[config.mk]
export PLATFORM = sky130hd
export DESIGN_NAME = vec_lane_wb
export DESIGN_NICKNAME = d
export VERILOG_FILES = /design/src/rtl/vlw_pkg.sv /design/src/rtl/vlw_lane_ctl.sv /design/src/rtl/vlw_lane_data.sv /design/src/rtl/vec_lane_wb.sv
export SDC_FILE = /design/constraint.sdc
export NUM_CORES = 2
export LEC_CHECK = 0
export BUFFER_PORTS_ARGS = -buffer_cell sky130_fd_sc_hd__buf_2
export CAP_MARGIN = 30
export CELL_PAD_IN_SITES_DETAIL_PLACEMENT = 1
export CELL_PAD_IN_SITES_GLOBAL_PLACEMENT = 2
export CORE_AREA = 4 4 607 609
export DETAILED_ROUTE_END_ITERATION = 8
export DIE_AREA = 0 0 611 613
export PLACE_DENSITY_LB_ADDON = 0.25
export RECOVER_POWER = 100
export SLEW_MARGIN = 30
export SYNTH_ARGS = -nofsm -noshare
export SYNTH_HDL_FRONTEND = slang
export SYNTH_SLANG_ARGS = --single-unit
[constraint.sdc]
create_clock -name clk_i -period 1.2 [get_ports clk_i]
set_clock_uncertainty 0.2 [all_clocks]
set_input_delay 0.06 -clock clk_i [delete_from_list [all_inputs] [get_ports clk_i]]
set_output_delay 0.06 -clock clk_i [all_outputs]
set_load 0.005 [all_outputs]
[src/rtl/vlw_pkg.sv]
package vlw_pkg;
  typedef enum logic [1:0] {
    VL_128 = 2'd0,
    VL_256 = 2'd1,
    VL_512 = 2'd2,
    VL_512B = 2'd3
  } vl_e;

  function automatic int vl_lanes(input logic [1:0] sel, input int max_lanes);
    int n;
    case (vl_e'(sel))
      VL_128:  n = 2;
      VL_256:  n = 4;
      default: n = 8;
    endcase
    return (n > max_lanes) ? max_lanes : n;
  endfunction
endpackage

[src/rtl/vlw_lane_ctl.sv]
module vlw_lane_ctl
  import vlw_pkg::*;
#(
  parameter int LANES = 8
) (
  input  logic [1:0]       vl_sel_i,
  input  logic             mask_en_i,
  input  logic [LANES-1:0] mask_i,
  output logic [LANES-1:0] active_o,
  output logic [LANES-1:0] wr_o
);
  int lane_cnt;
  always_comb lane_cnt = vl_lanes(vl_sel_i, LANES);

  for (genvar j = 0; j < LANES; j++) begin : g_lane
    assign active_o[j] = (j < lane_cnt);
    assign wr_o[j]     = active_o[j] & (~mask_en_i | mask_i[j]);
  end
endmodule

[src/rtl/vlw_lane_data.sv]
module vlw_lane_data #(
  parameter int LANES  = 8,
  parameter int LANE_W = 64,
  parameter int EXC_W  = 2,
  localparam int VW = LANES * LANE_W,
  localparam int XW = LANES * EXC_W
) (
  input  logic             bcast_i,
  input  logic             zero_mode_i,
  input  logic [LANES-1:0] active_i,
  input  logic [LANES-1:0] wr_i,
  input  logic [VW-1:0]    old_i,
  input  logic [VW-1:0]    res_i,
  input  logic [XW-1:0]    exc_i,
  output logic [VW-1:0]    dst_o,
  output logic [EXC_W-1:0] exc_o
);
  logic [XW-1:0] exc_gated;

  for (genvar j = 0; j < LANES; j++) begin : g_lane
    logic [LANE_W-1:0] src;
    logic [EXC_W-1:0]  flg;
    // broadcast: lane 0 result stands in for every lane
    assign src = bcast_i ? res_i[LANE_W-1:0] : res_i[j*LANE_W +: LANE_W];
    assign flg = bcast_i ? exc_i[EXC_W-1:0]  : exc_i[j*EXC_W +: EXC_W];

    always_comb begin
      if (!active_i[j])     dst_o[j*LANE_W +: LANE_W] = '0;
      else if (wr_i[j])     dst_o[j*LANE_W +: LANE_W] = src;
      else if (zero_mode_i) dst_o[j*LANE_W +: LANE_W] = '0;
      else                  dst_o[j*LANE_W +: LANE_W] = old_i[j*LANE_W +: LANE_W];
    end

    assign exc_gated[j*EXC_W +: EXC_W] = wr_i[j] ? flg : '0;
  end

  always_comb begin
    exc_o = '0;
    for (int j = 0; j < LANES; j++) exc_o |= exc_gated[j*EXC_W +: EXC_W];
  end
endmodule

[src/rtl/vec_lane_wb.sv]
module vec_lane_wb #(
  parameter int LANES  = 8,
  parameter int LANE_W = 64,
  parameter int EXC_W  = 2,
  parameter int RSV_W  = 4,
  localparam int VW = LANES * LANE_W,
  localparam int XW = LANES * EXC_W
) (
  input  logic             clk_i,
  input  logic             rst_ni,
  input  logic             valid_i,
  input  logic [1:0]       vl_sel_i,
  input  logic             mask_en_i,
  input  logic [LANES-1:0] mask_i,
  input  logic             zero_mode_i,
  input  logic             bcast_i,
  input  logic             src_mem_i,
  input  logic [RSV_W-1:0] rsvd_i,
  input  logic [VW-1:0]    old_dst_i,
  input  logic [VW-1:0]    lane_res_i,
  input  logic [XW-1:0]    lane_exc_i,
  output logic             valid_o,
  output logic [VW-1:0]    dst_o,
  output logic [EXC_W-1:0] exc_o,
  output logic             ud_o
);
  logic [LANES-1:0] active, wr;
  logic [VW-1:0]    dst_n;
  logic [EXC_W-1:0] exc_n;
  logic             fault;

  assign fault = (rsvd_i != {RSV_W{1'b1}});

  vlw_lane_ctl #(.LANES(LANES)) u_ctl (
    .vl_sel_i  (vl_sel_i),
    .mask_en_i (mask_en_i),
    .mask_i    (mask_i),
    .active_o  (active),
    .wr_o      (wr)
  );

  vlw_lane_data #(.LANES(LANES), .LANE_W(LANE_W), .EXC_W(EXC_W)) u_data (
    .bcast_i     (bcast_i & src_mem_i),
    .zero_mode_i (zero_mode_i & mask_en_i),
    .active_i    (active),
    .wr_i        (wr),
    .old_i       (old_dst_i),
    .res_i       (lane_res_i),
    .exc_i       (lane_exc_i),
    .dst_o       (dst_n),
    .exc_o       (exc_n)
  );

  always_ff @(posedge clk_i or negedge rst_ni) begin
    if (!rst_ni) begin
      valid_o <= 1'b0;
      dst_o   <= '0;
      exc_o   <= '0;
      ud_o    <= 1'b0;
    end else begin
      valid_o <= valid_i;
      if (valid_i) begin
        dst_o <= fault ? old_dst_i : dst_n;
        exc_o <= fault ? '0 : exc_n;
        ud_o  <= fault;
      end
    end
  end

  a_r2_valid_pulse: assert property (@(posedge clk_i) disable iff (!rst_ni)
    valid_i |=> valid_o);
  a_r2_no_spurious: assert property (@(posedge clk_i) disable iff (!rst_ni)
    !valid_i |=> !valid_o);
  a_r2_hold: assert property (@(posedge clk_i) disable iff (!rst_ni)
    !valid_i |=> ($stable(dst_o) && $stable(exc_o) && $stable(ud_o)));
  a_r10_fault_keeps_old: assert property (@(posedge clk_i) disable iff (!rst_ni)
    (valid_i && rsvd_i != {RSV_W{1'b1}}) |=>
      (ud_o && dst_o == $past(old_dst_i) && exc_o == '0));
  a_r4_upper_zero: assert property (@(posedge clk_i) disable iff (!rst_ni)
    (valid_i && rsvd_i == {RSV_W{1'b1}} && vl_sel_i == 2'd0) |=>
      (dst_o[VW-1:2*LANE_W] == '0));
endmodule

# Word level (Yosys, flattened, before mapping)

Cells that the tools add are included.

Input bits: 1061
Flip-flop bits (word level): 516
Logic and storage cells: 92
Output and inout port bits: 516

Equal/unequal tests: 2
Mux-type cells: 50
Bitwise operators: 26
Reduce and logical (&&, ||, !) cells: 1
Magnitude comparators: 9

Operators with widths:

| kind                                                                         | count |
|---|---|
| 64-bit two-way mux                                                           | 31 |
| 512-bit two-way mux                                                          | 1 |
| 4-bit by 32-bit less-than comparator with 1-bit output, first input constant | 4 |
| 3-bit by 32-bit less-than comparator with 1-bit output, first input constant | 2 |
| 1-bit by 32-bit less-than comparator with 1-bit output, first input constant | 1 |
| 2-bit by 32-bit less-than comparator with 1-bit output, first input constant | 1 |
| 2-bit two-way mux                                                            | 16 |
| 2-bit bitwise OR                                                             | 7 |
| 1-bit AND                                                                    | 10 |
| 1-bit bitwise OR                                                             | 8 |
| 4-bit case mux with 2 select lines                                           | 1 |
| 4-bit > comparator, second input constant                                    | 1 |
| 4-bit two-way mux                                                            | 1 |
| 4-bit inequality test, second input constant                                 | 1 |
| 2-bit by 1-bit equality test with 1-bit output, second input constant        | 1 |
| 2-bit zero test                                                              | 1 |
| 1-bit NOT                                                                    | 1 |

# Depth between registers and ports, before layout

Word-level depth: 15
Gate-level depth with buffers: 9
Depth with buffers taken out: 8

# Hierarchy

From an unflattened synthesis, not the netlist that was laid out.

Cells, all modules: 5061
Area, all modules: 35939.5 um2

Modules (own cells, without submodules):

| module        | sequential area each (um2) | area each (um2) | times used | cells each |
|---|---|---|---|---|
| vec_lane_wb   | 12912.4                    | 23087.1         | 1          | 2804 |
| vlw_lane_data | 0.0                        | 12694.7         | 1          | 2230 |
| vlw_lane_ctl  | 0.0                        | 157.7           | 1          | 27 |

# Worst setup path before layout

OpenSTA, ideal clock, no wires.

Path kind: input to register
From: in vl_sel_i[0]
To: reg exc_o[0]
Stages on the path: 9
Slack: -785 ps
Data arrival time: 1638 ps
Setup time: 147 ps
Required time: 853 ps
Path through: nor2_4 -> inv_1 -> ha_1 -> clkbuf_1 -> nand2_1 -> o21ai_0 -> or3_1 -> a2111oi_0 -> o221ai_1

Word-level cells in the longest chain between the ends: 15
Elaborated cells between the ends (all ways): 37
Classes of those cells: 9 x order compare; 1 x eq/ne; 11 x mux; 15 x bitwise; 1 x reduce/logical

RTL lines:

| what                                                                                                                             | line                | text |
|---|---|---|
| start: declaration                                                                                                               | vec_lane_wb.sv:12   | `input logic [1:0] vl_sel_i,` |
| 2-bit by 1-bit equality test with 1-bit output or 2-bit zero test (tied branches)                                                | vlw_pkg.sv:11       | `case (vl_e'(sel))` |
| 4-bit case mux with 2 select lines *                                                                                             | vlw_pkg.sv:11       |  |
| 4-bit > comparator                                                                                                               | vlw_pkg.sv:16       | `return (n > max_lanes) ? max_lanes : n;` |
| 4-bit two-way mux *                                                                                                              | vlw_pkg.sv:16       |  |
| 1-bit by 32-bit less-than comparator with 1-bit output or 2-bit by 32-bit less-than comparator with 1-bit output (tied branches) | vlw_lane_ctl.sv:16  | `assign active_o[j] = (j < lane_cnt);` |
| 1-bit AND                                                                                                                        | vlw_lane_ctl.sv:17  | `assign wr_o[j] = active_o[j] & (~mask_en_i \| mask_i[j]);` |
| 2-bit two-way mux                                                                                                                | vlw_lane_data.sv:34 | `assign exc_gated[j*EXC_W +: EXC_W] = wr_i[j] ? flg : '0;` |
| 2-bit bitwise OR (6 in a row)                                                                                                    | vlw_lane_data.sv:39 | `for (int j = 0; j < LANES; j++) exc_o \|= exc_gated[j*EXC_W +: EXC_W];` |
| 2-bit bitwise OR *                                                                                                               | vlw_lane_data.sv:39 |  |
| 2-bit two-way mux *                                                                                                              | vec_lane_wb.sv:64   | `exc_o <= fault ? '0 : exc_n;` |
| end signal: assignment                                                                                                           | vec_lane_wb.sv:64   |  |
| end: declaration                                                                                                                 | vec_lane_wb.sv:24   | `output logic [EXC_W-1:0] exc_o,` |

Mark *: on every way between the ends. The rest lies on a longest branch, timed or not.
A chain may end at the register's enable or synchronous reset.

==> results.py <==
metrics = {
    "clock_network": {
        "cts_max_level": 3,
        "clock-sinks": 516,
        "clk_latency_ps": 760,
        "cts_tree": "done",
        "clk_pin_slew_ps": 60,
        "cts_made_buffers": 88,
        "cts_buffer_depth": 4,
        "root_buffer": "clkbuf_16",
    },
    "synthesis": {
        "synth_seq_cells": 516,
        "synth.area.mux_share_pct": 0,
        "syn_avg_cell_area_sq_um": 8.24,
        "synth_compound_area_share_pct": 37.9,
        "synth-simple-area-share_pct": 10.6,
        "synth_top_family_by_area": "compound AO/OA/AOI/OAI gates",
        "seq_area_frac_synth_pct": 45.7,
        "ys_types": 43,
        "syn_inst": 3430,
        "synth_top_area_share_pct": 45.7,
        "yosysWarnings": 0,
        "synth-xor-area-share_pct": 0,
        "syn_area_sq_um": 28300,
        "yosys.area_share.adder_pct": 0.0886,
        "synth_nets": 4493,
        "ys_top_cells_by_area": "dfrtp_1, a21oi_1, nor2_1, a22oi_1, a2bb2oi_1",
        "yosys.area.top_type": "dfrtp_1",
    },
    "floorplan": {
        "top_level_ports": 1577,
        "core_area_sq_um": 362000,
        "die_w_um": 611,
        "die_y_um": 613,
        "initial_core_util_pct": 7.80,
        "die_area_sq_um": 375000,
        "fp-row-count": 221,
    },
    "worst_setup_path": {
        "arrival_ps": 2610,
        "path_delay_family": "buffers and inverters",
        "critPathMaxFanout": 13,
        "required_ps": 1990,
        "path_class": "input port to asynchronous set/reset pin",
        "startpoint_type": "input port",
        "r2r_setup_slack_ps": 40,
        "cpMaxStageDelayCell": "dlygate4sd3_1",
        "end_kind": "asynchronous set/reset pin",
        "path_cells": "dlygate4sd3_1 -> clkbuf_1 -> buf_12 -> buf_8 -> clkbuf_2 -> dlygate4sd3_1 -> buf_12",
        "path_buf_inv": 7,
        "max_stage_delay_ps": 850,
    },
    "timing": {
        "fin_crit_sh_pct": 152,
        "hold_slack_ps": -336,
        "post-route-min-period_ps": 1820,
        "worstMarginPinSlew_ps": 674,
        "drv_slew": 0,
        "layout_setup_ws_ps": -620,
        "maxSlewHeadroom_pct": 55.0,
        "hold_viol_final": 60,
        "setup_tns_ps": -342570,
        "grt_setup_unrepaired": "true",
        "max_freq_ghz": 0.550,
        "finalSetupViolations": 1150,
    },
    "layout": {
        "final_cell_mix": "dlygate4sd3_1, buf_2, a21oi_1",
        "num-nets-final": 8326,
        "drive_gt1_share_pct": 45.4,
        "nFillCells": 42400,
        "post-route-util_pct": 20.8,
        "stdcell_count": 12200,
        "final_common_cell": "dlygate4sd3_1",
        "area_growth_syn_to_layout_pct": 167,
    },
    "route": {
        "drt-total-wl_um": 403000,
        "drtIter0Drc": 2659,
        "drc": 0,
        "detail_route.wl_per_cell_um": 33.0,
        "dr.pass1.iters": 5,
        "vias": 46400,
        "ant_nets": 0,
        "vias_per_cell": 3.79,
    },
    "placement": {
        "dpl.cell_count": 10100,
        "portBuffers": 1576,
        "dp_hpwl_um": 329000,
        "place_congestion": 0.870,
    },
    "hold_path": {
        "hp-class": "input port to flip-flop",
    },
    "global_routing": {
        "grt_usage_pct": 20.2,
        "grt.overflow.total": 0,
        "grt_max_degree": 50,
        "antenna_found_initial": 263,
        "grt_pass1_wl_um": 500000,
        "grt_pass1_vias": 48600,
    },
    "status": {
        "violations": "hold timing, setup timing",
        "status": "finished, violations left",
    },
    "power_and_ir_drop": {
        "vdd_ir_drop_max_mv": 1.01,
        "power_leakage_nw": 32.0,
        "power_density_nw_per_um2": 948,
        "p_total_mw": 71.5,
    },
    "job": {
        "max-cap-violations": 0,
    },
}
## logic make-up after synthesis
logic type | after synthesis
adder cells (fa/ha/maj) | 2
AND/OR/NAND/NOR | 724
AO/OA/AOI/OAI | 1783
buffers and inverters | 405
flip-flops | 516
## report_power, final
group	switching [mW]	internal [mW]
combinational	12.2	12.8
clock	10.9	15.1
sequential	1.36	19.2
## cells in the mapped netlist (all sizes together)
| cell type | number |
|---|---|
| and3 | 64 |
| buf | 90 |
| a2111oi | 1 |
| inv | 7 |
| nand2b | 5 |
| o2bb2ai | 50 |
| ha | 2 |
| nand3 | 48 |
| a221oi | 1 |
| a211o | 1 |
| and2 | 1 |
| o211ai | 18 |
| a32oi | 1 |
| or3 | 1 |
| o21a | 19 |
| and4 | 1 |
| a31oi | 2 |
| o41ai | 2 |
| a21oi | 1159 |
| a21o | 17 |
| o31ai | 1 |
| nand4 | 1 |
| nor3 | 1 |
| o21bai | 1 |
| o22ai | 1 |
| nor2b | 2 |
| a21boi | 1 |
| nor2 | 573 |
| o221ai | 1 |
| o21ai | 54 |
| clkbuf | 308 |
| a221o | 1 |
| nand2 | 27 |
| dfrtp | 516 |
| a2bb2oi | 191 |
| a22oi | 261 |
## final timing paths
kind,from,end,cells after the start
min in group asynchronous,rst_ni,dst_o[432],3
max,rst_ni,dst_o[128],7
min reg2reg,dst_o[304],dst_o[304],1
max reg2reg,exc_o[1],exc_o[1],4
min,mask_i[1],exc_o[0],5
max in group clk_i,dst_o[254],dst_o[254],1
## layer usage
metal / global-route usage [%] / vias up / wire length [um]
li1: - / 20400 / -
met1: 24.8 / 23400 / 167000
met2: 35.5 / 1841 / 199000
met3: 3.51 / 632 / 21000
met4: 6.57 / 82 / 15400
met5: 0 / - / 513
## sequential cells by signal (all words and copies together) (netlist names)
name / cells
valid_o: 1
exc_o: 2
dst_o: 512
ud_o: 1
## final cells by class
cell class / instances / area [sq um] / share of cell area, %
tap: 4794 / 6000 / 7.95
clock inverter: 20 / 179 / 0.237
sequential: 516 / 12900 / 17.1
antenna: 105 / 263 / 0.348
timing repair buffer: 4140 / 36700 / 48.7
clock buffer: 134 / 2580 / 3.41
inverter: 7 / 33.8 / 0.0448
multi-input combinational: 2510 / 16800 / 22.2
## timing repair
action                      CTS  global route
pin swaps                    17           226
buffers inserted            170           177
hold buffers               1527            17
gates cloned                  9            29
setup endpoints to repair   774          1107
gates resized for setup     515           417
hold endpoints to repair   1032           274
## worst register-to-register path: stages, from the launching register on
cell and delay [ps]:
dfrtp_1 420, inv_2 90, o22ai_4 70, a31oi_2 150, o211ai_1 110
## per-stage QoR
step,area (sq um),setup WS [ps]
2_1_floorplan,30800,-566
3_3_place_gp,50000,-1110
3_5_place_dp,50000,-1120
4_1_cts,71500,-674
5_1_grt,75300,-610
6_report,75500,-620
Note: power is estimated with default switching activity, not from simulation.
